$ cat src/rtl/sop_pkg.sv
package sop_pkg;
    typedef enum logic [1:0] {
        S_IDLE    = 2'd0,
        S_FETCH_A = 2'd1,
        S_FETCH_B = 2'd2,
        S_MAC     = 2'd3
    } sop_state_e;
endpackage

$ cat src/rtl/sop_mul.sv
module sop_mul #(
    parameter int BYTE_W = 8
) (
    input  logic                  wide,
    input  logic [2*BYTE_W-1:0]   op_a,
    input  logic [2*BYTE_W-1:0]   op_b,
    output logic [4*BYTE_W-1:0]   prod
);
    localparam int WORD_W = 2 * BYTE_W;
    localparam int ACC_W  = 4 * BYTE_W;

    logic signed [WORD_W-1:0] a_nar, b_nar, p_nar;
    logic signed [ACC_W-1:0]  a_wid, b_wid, p_wid;

    always_comb begin
        a_nar = {{BYTE_W{op_a[BYTE_W-1]}}, op_a[BYTE_W-1:0]};
        b_nar = {{BYTE_W{op_b[BYTE_W-1]}}, op_b[BYTE_W-1:0]};
        a_wid = {{WORD_W{op_a[WORD_W-1]}}, op_a};
        b_wid = {{WORD_W{op_b[WORD_W-1]}}, op_b};
        p_nar = a_nar * b_nar;
        p_wid = a_wid * b_wid;
        if (wide) prod = p_wid;
        else      prod = {{WORD_W{p_nar[WORD_W-1]}}, p_nar};
    end
endmodule

$ cat src/rtl/sop_acc.sv
module sop_acc #(
    parameter int BYTE_W = 8
) (
    input  logic                wide,
    input  logic [4*BYTE_W-1:0] acc_cur,
    input  logic [4*BYTE_W-1:0] prod,
    output logic [4*BYTE_W-1:0] acc_next,
    output logic                ovf
);
    localparam int WORD_W = 2 * BYTE_W;
    localparam int ACC_W  = 4 * BYTE_W;

    logic [ACC_W:0]  sum_w;
    logic [WORD_W:0] sum_n;

    always_comb begin
        sum_w = {acc_cur[ACC_W-1], acc_cur} + {prod[ACC_W-1], prod};
        sum_n = {acc_cur[WORD_W-1], acc_cur[WORD_W-1:0]} + {prod[WORD_W-1], prod[WORD_W-1:0]};
        if (wide) begin
            acc_next = sum_w[ACC_W-1:0];
            ovf      = sum_w[ACC_W] ^ sum_w[ACC_W-1];
        end else begin
            acc_next = {acc_cur[ACC_W-1:WORD_W], sum_n[WORD_W-1:0]};
            ovf      = sum_n[WORD_W] ^ sum_n[WORD_W-1];
        end
    end
endmodule

$ cat src/rtl/sop_engine.sv
module sop_engine
    import sop_pkg::*;
#(
    parameter int BYTE_W = 8,
    parameter int ADDR_W = 16,
    parameter int CNT_W  = 16
) (
    input  logic                clk,
    input  logic                rst,
    input  logic                start,
    input  logic                word_mode,
    input  logic [ADDR_W-1:0]   ptr_a_in,
    input  logic [ADDR_W-1:0]   ptr_b_in,
    input  logic [CNT_W-1:0]    count_in,
    input  logic [4*BYTE_W-1:0] acc_in,
    output logic                mem_req,
    output logic [ADDR_W-1:0]   mem_addr,
    input  logic [2*BYTE_W-1:0] mem_rdata,
    output logic [ADDR_W-1:0]   ptr_a,
    output logic [ADDR_W-1:0]   ptr_b,
    output logic [CNT_W-1:0]    count,
    output logic [4*BYTE_W-1:0] acc,
    output logic                ovf,
    output logic                done,
    output logic                busy,
    output logic                int_ok
);
    localparam int WORD_W = 2 * BYTE_W;
    localparam int ACC_W  = 4 * BYTE_W;
    localparam logic [CNT_W-1:0] CNT_ONE = CNT_W'(1);

    sop_state_e state_q, state_d;

    logic [ADDR_W-1:0] pa_q, pb_q, step;
    logic [CNT_W-1:0]  cnt_q;
    logic [ACC_W-1:0]  acc_q, acc_sum, prod;
    logic [WORD_W-1:0] opa_q;
    logic              wide_q, ovf_q, done_q, ok_q, add_ovf;

    sop_mul #(.BYTE_W(BYTE_W)) u_mul (
        .wide (wide_q),
        .op_a (opa_q),
        .op_b (mem_rdata),
        .prod (prod)
    );

    sop_acc #(.BYTE_W(BYTE_W)) u_acc (
        .wide     (wide_q),
        .acc_cur  (acc_q),
        .prod     (prod),
        .acc_next (acc_sum),
        .ovf      (add_ovf)
    );

    assign step = wide_q ? ADDR_W'(2) : ADDR_W'(1);

    // State register
    always_ff @(posedge clk) begin
        if (rst) state_q <= S_IDLE;
        else     state_q <= state_d;
    end

    // Next-state logic
    always_comb begin
        state_d = state_q;
        unique case (state_q)
            S_IDLE:    if (start && count_in != '0) state_d = S_FETCH_A;
            S_FETCH_A: state_d = S_FETCH_B;
            S_FETCH_B: state_d = S_MAC;
            S_MAC:     if (add_ovf || cnt_q == CNT_ONE) state_d = S_IDLE;
                       else                             state_d = S_FETCH_A;
        endcase
    end

    // Outputs decoded from state
    always_comb begin
        mem_req  = 1'b0;
        mem_addr = pa_q;
        unique case (state_q)
            S_IDLE:    ;
            S_FETCH_A: mem_req = 1'b1;
            S_FETCH_B: begin mem_req = 1'b1; mem_addr = pb_q; end
            S_MAC:     ;
        endcase
    end

    // Architectural registers
    always_ff @(posedge clk) begin
        if (rst) begin
            pa_q <= '0; pb_q <= '0; cnt_q <= '0; acc_q <= '0; opa_q <= '0;
            wide_q <= 1'b0; ovf_q <= 1'b0; done_q <= 1'b0; ok_q <= 1'b0;
        end else begin
            done_q <= 1'b0;
            ok_q   <= 1'b0;
            unique case (state_q)
                S_IDLE: if (start) begin
                    pa_q   <= ptr_a_in;
                    pb_q   <= ptr_b_in;
                    cnt_q  <= count_in;
                    acc_q  <= acc_in;
                    wide_q <= word_mode;
                    ovf_q  <= 1'b0;
                    if (count_in == '0) done_q <= 1'b1;
                end
                S_FETCH_A: ;
                S_FETCH_B: opa_q <= mem_rdata;
                S_MAC: if (add_ovf) begin
                    ovf_q  <= 1'b1;
                    done_q <= 1'b1;
                end else begin
                    acc_q <= acc_sum;
                    pa_q  <= pa_q + step;
                    pb_q  <= pb_q + step;
                    cnt_q <= cnt_q - CNT_ONE;
                    ok_q  <= 1'b1;
                    if (cnt_q == CNT_ONE) done_q <= 1'b1;
                end
            endcase
        end
    end

    assign ptr_a  = pa_q;
    assign ptr_b  = pb_q;
    assign count  = cnt_q;
    assign acc    = acc_q;
    assign ovf    = ovf_q;
    assign done   = done_q;
    assign busy   = (state_q != S_IDLE);
    assign int_ok = ok_q;

    // Assertions
    a_r7_req_only_busy: assert property (@(posedge clk) disable iff (rst)
        mem_req |-> busy);
    a_r4_count_step: assert property (@(posedge clk) disable iff (rst)
        ($past(busy) && busy && count != $past(count)) |-> count == $past(count) - CNT_ONE);
    a_r5_ovf_stops: assert property (@(posedge clk) disable iff (rst)
        $rose(ovf) |-> (done && !busy && !int_ok));
    a_r8_accept_after_mac: assert property (@(posedge clk) disable iff (rst)
        int_ok |-> $past(state_q) == S_MAC);
    a_r3_high_half_kept: assert property (@(posedge clk) disable iff (rst)
        ($past(busy) && busy && !wide_q) |-> acc[ACC_W-1:WORD_W] == $past(acc[ACC_W-1:WORD_W]));
    a_r9_done_idle: assert property (@(posedge clk) disable iff (rst)
        done |-> !busy);
endmodule

$ cat config.mk
export PLATFORM = sky130hd
export DESIGN_NAME = sop_engine
export DESIGN_NICKNAME = d
export VERILOG_FILES = /design/src/rtl/sop_pkg.sv /design/src/rtl/sop_mul.sv /design/src/rtl/sop_acc.sv /design/src/rtl/sop_engine.sv
export SDC_FILE = /design/constraint.sdc
export NUM_CORES = 1
export LEC_CHECK = 0
export BUFFER_PORTS_ARGS = -buffer_cell sky130_fd_sc_hd__buf_2
export CORE_MARGIN = 2
export CORE_UTILIZATION = 45
export CTS_CLUSTER_DIAMETER = 120
export CTS_CLUSTER_SIZE = 16
export DETAILED_ROUTE_END_ITERATION = 8
export MAX_ROUTING_LAYER = met4
export PLACE_DENSITY = 0.7
export SLEW_MARGIN = 20
export SYNTH_ARGS = -nofsm -noshare
export SYNTH_HDL_FRONTEND = slang
export SYNTH_SLANG_ARGS = --single-unit
$ cat constraint.sdc
create_clock -name clk -period 28.1 [get_ports clk]
set_input_delay 2.81 -clock clk [delete_from_list [all_inputs] [get_ports clk]]
set_output_delay 2.81 -clock clk [all_outputs]
set_load 0.05 [all_outputs]
Yosys cells after proc, flatten, opt, wreduce, memory -nomap -nowiden
Index checks and enable logic that the tools add are counted.
- bits in read-only memories: 0
- memory bits (writable): 0
- bits in latches: 0
- output and inout port bits: 101
- memories kept: 0
- flip-flop bits (word level): 102
- input port bits: 100
- bitwise gates (word level): 3
- equality and inequality tests: 9
- add/subtract/negate cells: 5
- mux-type cells: 30
- multiply operators: 2
- reductions and logical operators: 13
- $lt $le $gt $ge: 0
- divide/modulo/power cells: 0
- shift-type cells: 0
- operators with widths (kind ; number):
    $mux 32 ; 4
    $mux 16 ; 7
    $pmux 16 s2 ; 3
    $pmux 32 s2 ; 1
    $add 32x32->33 ; 1
    $add 16x2->16 ; 2
    $mul 16x16->32 ; 1
    $add 16x16->17 ; 1
    $eq 16x1->1 const B ; 1
    $logic_not 16->1 ; 1
    $mul 8x8->16 ; 1
    $reduce_bool 16->1 ; 1
    $sub 16x1->16 const B ; 1
    $mux 1 ; 10
    $ne 2x2->1 const B ; 5
    $pmux 2 s4 ; 1
    $reduce_and 3->1 ; 2
    $eq 2x2->1 const B ; 2
    $mux 2 ; 2
    $pmux 1 s2 ; 2
    $reduce_and 4->1 ; 1
    $reduce_bool 2->1 ; 2
    $reduce_or 2->1 ; 2
    $eq 2x1->1 const B ; 1
    other kinds (6) ; 7

Logic depth before layout (Yosys ltp)
- depth in word-level cells: 8
- mapped depth: 39

Modules after synthesis
From an unflattened synthesis, not the netlist that was laid out.
- cell total of the unflattened synthesis: 2288
- area total of the unflattened synthesis: 19588.8 um2
- modules (own cells, without submodules) (module ; area an instance (um2) ; times used ; cells an instance ; sequential area each (um2)):
    sop_mul ; 12275.5 ; 1 ; 1369 ; 0.0
    sop_engine ; 5427.7 ; 1 ; 650 ; 2042.0
    sop_acc ; 1885.6 ; 1 ; 269 ; 0.0

Least setup slack after synthesis
OpenSTA, ideal clock, no wires.
- kind: input to register
- start point: in mem_rdata[15]
- end point: reg pb_q[13], in the netlist ptr_b[13]
- data arrival time: 10617 ps
- slack: 17348 ps
- required time: 27965 ps
- path buffers: 4
- cell stages on the path: 35
- cells stage by stage: inv_1 > clkbuf_1 > nor2_1 > fa_1 > fa_1 > fa_1 > fa_1 > fa_1 > inv_1 > fa_1 > inv_1 > ha_1 > clkbuf_1 > a21o_1 > a31oi_1 > o21ai_0 > a31oi_1 > o21ai_0 > a21oi_1 > o21bai_1 > xor2_1 > a21o_1 > ha_1 > a21o_1 > a21o_1 > a21oi_1 > o21a_1 > o21bai_1 > or3_4 > mux2i_4 > o31ai_4 > buf_6 > buf_4 > a21oi_1 > o32ai_2
- cells in the longest elaborated chain, start to end: 7
- RTL lines (element ; RTL line ; source):
    start: declaration ; sop_engine.sv:18 ; input logic [2*BYTE_W-1:0] mem_rdata,
    $mul 16x16->32 (*) ; sop_mul.sv:21 ; p_wid = a_wid * b_wid;
    $mux 32 (*) ; sop_mul.sv:22 ; if (wide) prod = p_wid;
    $add 32x32->33 or $add 16x16->17 (tied branches) ; sop_acc.sv:17, sop_acc.sv:18 ;
    $xor 1x1->1, on equally long branches ; sop_acc.sv:21, sop_acc.sv:24 ;
    $mux 1 (*) ; sop_acc.sv:19 ; if (wide) begin
    $ne 2x2->1 (no source line) (*) ; -- ;
    $reduce_and 3->1 (no source line) (*) ; -- ;
    end signal: assignment ; sop_engine.sv:98 ; pb_q <= ptr_b_in;
    end signal: assignment ; sop_engine.sv:113 ; pb_q <= pb_q + step;
    end: declaration ; sop_engine.sv:34 ; logic [ADDR_W-1:0] pa_q, pb_q, step;
Every way passes the cells marked *; elsewhere a longest branch is shown, timed or not.
A chain may end at the register's enable or synchronous reset.

Worst setup path in the final report
- start point: in mem_rdata[15]
- end point: reg pa_q[9], in the netlist ptr_a[9]
- cells in the longest elaborated chain, start to end: 7
- RTL lines (element ; RTL line ; source):
    $mul 16x16->32 (*) ; sop_mul.sv:21 ;
    $mux 32 (*) ; sop_mul.sv:22 ;
    $add 32x32->33 or $add 16x16->17 (tied branches) ; sop_acc.sv:17, sop_acc.sv:18 ;
    $xor 1x1->1, on equally long branches ; sop_acc.sv:21, sop_acc.sv:24 ;
    $mux 1 (*) ; sop_acc.sv:19 ;
    $ne 2x2->1 (no source line) (*) ; -- ;
    $reduce_and 3->1 (no source line) (*) ; -- ;
    end signal: assignment ; sop_engine.sv:97 ; pa_q <= ptr_a_in;
    end signal: assignment ; sop_engine.sv:112 ; pa_q <= pa_q + step;
    end: declaration ; sop_engine.sv:34 ;
Marks and branches as above.

==> results_dict.tcl <==
set metrics [dict create \
    maxSlewHeadroom_pct 28.7 \
    crit_family "adder cells" \
    path_buf_inv 5 \
    place_inst 2956 \
    clkSinkCount 102 \
    critPathSlowestCell "fa_1" \
    powerDensity_nw_per_um2 67.5 \
    wl_um 52800 \
    synth_top_area_share_pct 32.6 \
    post-dp-hpwl_um 42400 \
    synth.net_count 2836 \
    drc 0 \
    path_common_cell "fa_1" \
    cap_violations 0 \
    grt_pass1_vias 17000 \
    syn_area_per_cell_um2 8.68 \
    cts_setup_buffers 0 \
    ys_top_cells_by_area "fa_1, dfxtp_1, ha_1, inv_1, and2_1" \
    stdcell_count 2974 \
    cp.arrival_ns 11.96 \
    synth_common_cells "inv_1, fa_1, nand2_1, ha_1, nor2_1" \
    rsz0062_at_grt "no" \
    dr.pass1.iters 5 \
    skew_ns 0.0204 \
    max_slew.worst_pin.slew_ns 1.07 \
    core_um2 43100 \
    cp-start-kind "input port" \
    viasPerCell 5.47 \
    hold_viol 0 \
    syn_inst 2264 \
    nNetsFinal 2954 \
    cts-root-buf "clkbuf_16" \
    antenna_found_initial 2 \
    min_period_ns 11.69 \
    ys_seq_area_share_pct 10.4 \
    power.total_uw 1440 \
    drive_above_1_share_pct 12.7 \
    worstPathRequired_ns 28.37 \
    num_rows 76 \
    ys.flop_type "dfxtp_1" \
    path_max_fanout 64 \
    vias 16300 \
    htreeDepth 3 \
    initial_core_util_pct 45.6 \
    syn-cell-area_um2 19700 \
    grt_max_degree 100 \
    fmax_mhz 85.5 \
    cts_resized 0 \
    grtUsageTotal_pct 25.0 \
    synth_edf_count 0 \
    criticalPathCategory "in -> reg" \
    dpl-instance-area_um2 21000 \
    drv_slew 0 \
    final_area_um2 21400 \
    hp-class "reg -> reg" \
    cts_tree "done" \
    max_stage_delay_ns 0.60 \
    synth_top_area_cell "fa_1" \
    clk_path_buf_depth 2 \
    yosysWarnings 0 \
    post_drt_wl_per_cell_um 17.8 \
    synthArstFlopShare_pct 0 \
    synth_seq_cells 102 \
    die_h_um 213 \
    yosysMostFrequentCell "inv_1" \
    numPortBuffers 200 \
    ctsHoldBuffers 0 \
    die_w_um 213 \
    clk_pin_slew_ns 0.09 \
    area_growth_pct 8.70 \
    io_pins 201 \
    grt_pass1_wl_um 87800 \
    die_area_um2 45400 \
    synth_cell_types 83 \
    ir_worst_vdd_v 0.0000484 \
    fin_crit_sh_pct 41.6 \
    drtIter0Drc 1016 \
    antenna_left 0 \
    numCtsBuffers 9 \
    status "completed" \
    finish.utilization_pct 49.6 \
    setup.worst_path.end_class "flop" \
    place.gp.congestion 0.930 \
    p_leak_uw 0.0105 \
    gr-total-overflow 0 \
    setup_viol 0 \
    clkLatencyLatePin_ns 0.37 \
    finalSetupTns_ns 0 \
]
cell families after synthesis:
group           after synthesis  synth area share [%]
fa+ha+maj                   472                  42.3
flops                       102                  10.4
compound gates              402                  14.6
xor+xnor                     81                  3.61
simple gates                647                  16.2
mux                          53                  2.87
buf+inv                     507                  10.0
area by class of cell:
class	instances	area [um2]
Antenna cell	2	5.00
Clock buffer	9	225
Clock inverter	7	98.8
Fill cell	4050	21700
Inverter	405	1520
Multi-Input combinational cell	1655	15700
Sequential cell	102	2040
Tap cell	585	732
Timing Repair Buffer	209	1070
sequential cells by signal, summed over array words and instances (netlist names):
register  count
int_ok        1
done          1
ptr_a        16
acc          32
opa_q        16
wide_q        1
ovf           1
state_q       2
count        16
ptr_b        16
power breakdown:
| part | internal, uW | total (uW) | switching (uW) |
|---|---|---|---|
| clock network | 72.3 | 146 | 73.9 |
| logic | 417 | 1090 | 677 |
| registers | 164 | 201 | 36.3 |
layout by cell type (no fill, tap or decap), types with 42 or more instances in the layout:
cell       n
xnor2_1   58
and2_1   124
buf_2    199
ha_1     150
a21o_1    42
dfxtp_1  102
o21ai_0   63
nor2_1   130
fa_1     320
inv_1    404
nand2_1  206
a21oi_1  113
worst reg2reg max path: cells and delay by family, from the launching register on:
kind                       cells  cell delay, ns
adders and majority gates      8            3.85
AOI/OAI and AO/OA             16            3.08
DFF                            1            0.93
buffers and inverters          4            0.75
and+or+nand+nor                2            0.60
muxes                          1            0.37
xor gates and xnor gates       1            0.15
per-layer routing:
layer | vias to the layer above | GRT usage (%) | part of all wire (%)
met3 | 81 | 3.27 | 6.1
met1 | 8076 | 33.1 | 43
met4 | 0 | 6.63 | 2.6
met2 | 561 | 40.6 | 48
li1 | 7545 | - | -
met5 | - | - | 0
metrics by stage:
step | hold WS [ns] | setup WS [ns]
finish | 0.506 | 16.41
global route | 0.526 | 15.87
CTS | 0.507 | 16.47
detailed placement | 0.489 | 16.10
global placement | 0.472 | 16.27
floorplan | 0.535 | 17.35
worst paths after layout:
check             cells after the start  slack, ns                    from                      to
setup / recovery                     33      16.41           mem_rdata[15]   ptr_a[9]$_SDFFE_PP0P_
hold reg to reg                       2       0.51  count[11]$_SDFFE_PP0P_  count[11]$_SDFFE_PP0P_
hold / removal                        2       0.51  count[11]$_SDFFE_PP0P_  count[11]$_SDFFE_PP0P_
setup reg to reg                     32      18.28   opa_q[4]$_SDFFE_PP0P_   ptr_a[9]$_SDFFE_PP0P_
(Power assumes the default switching activity.)
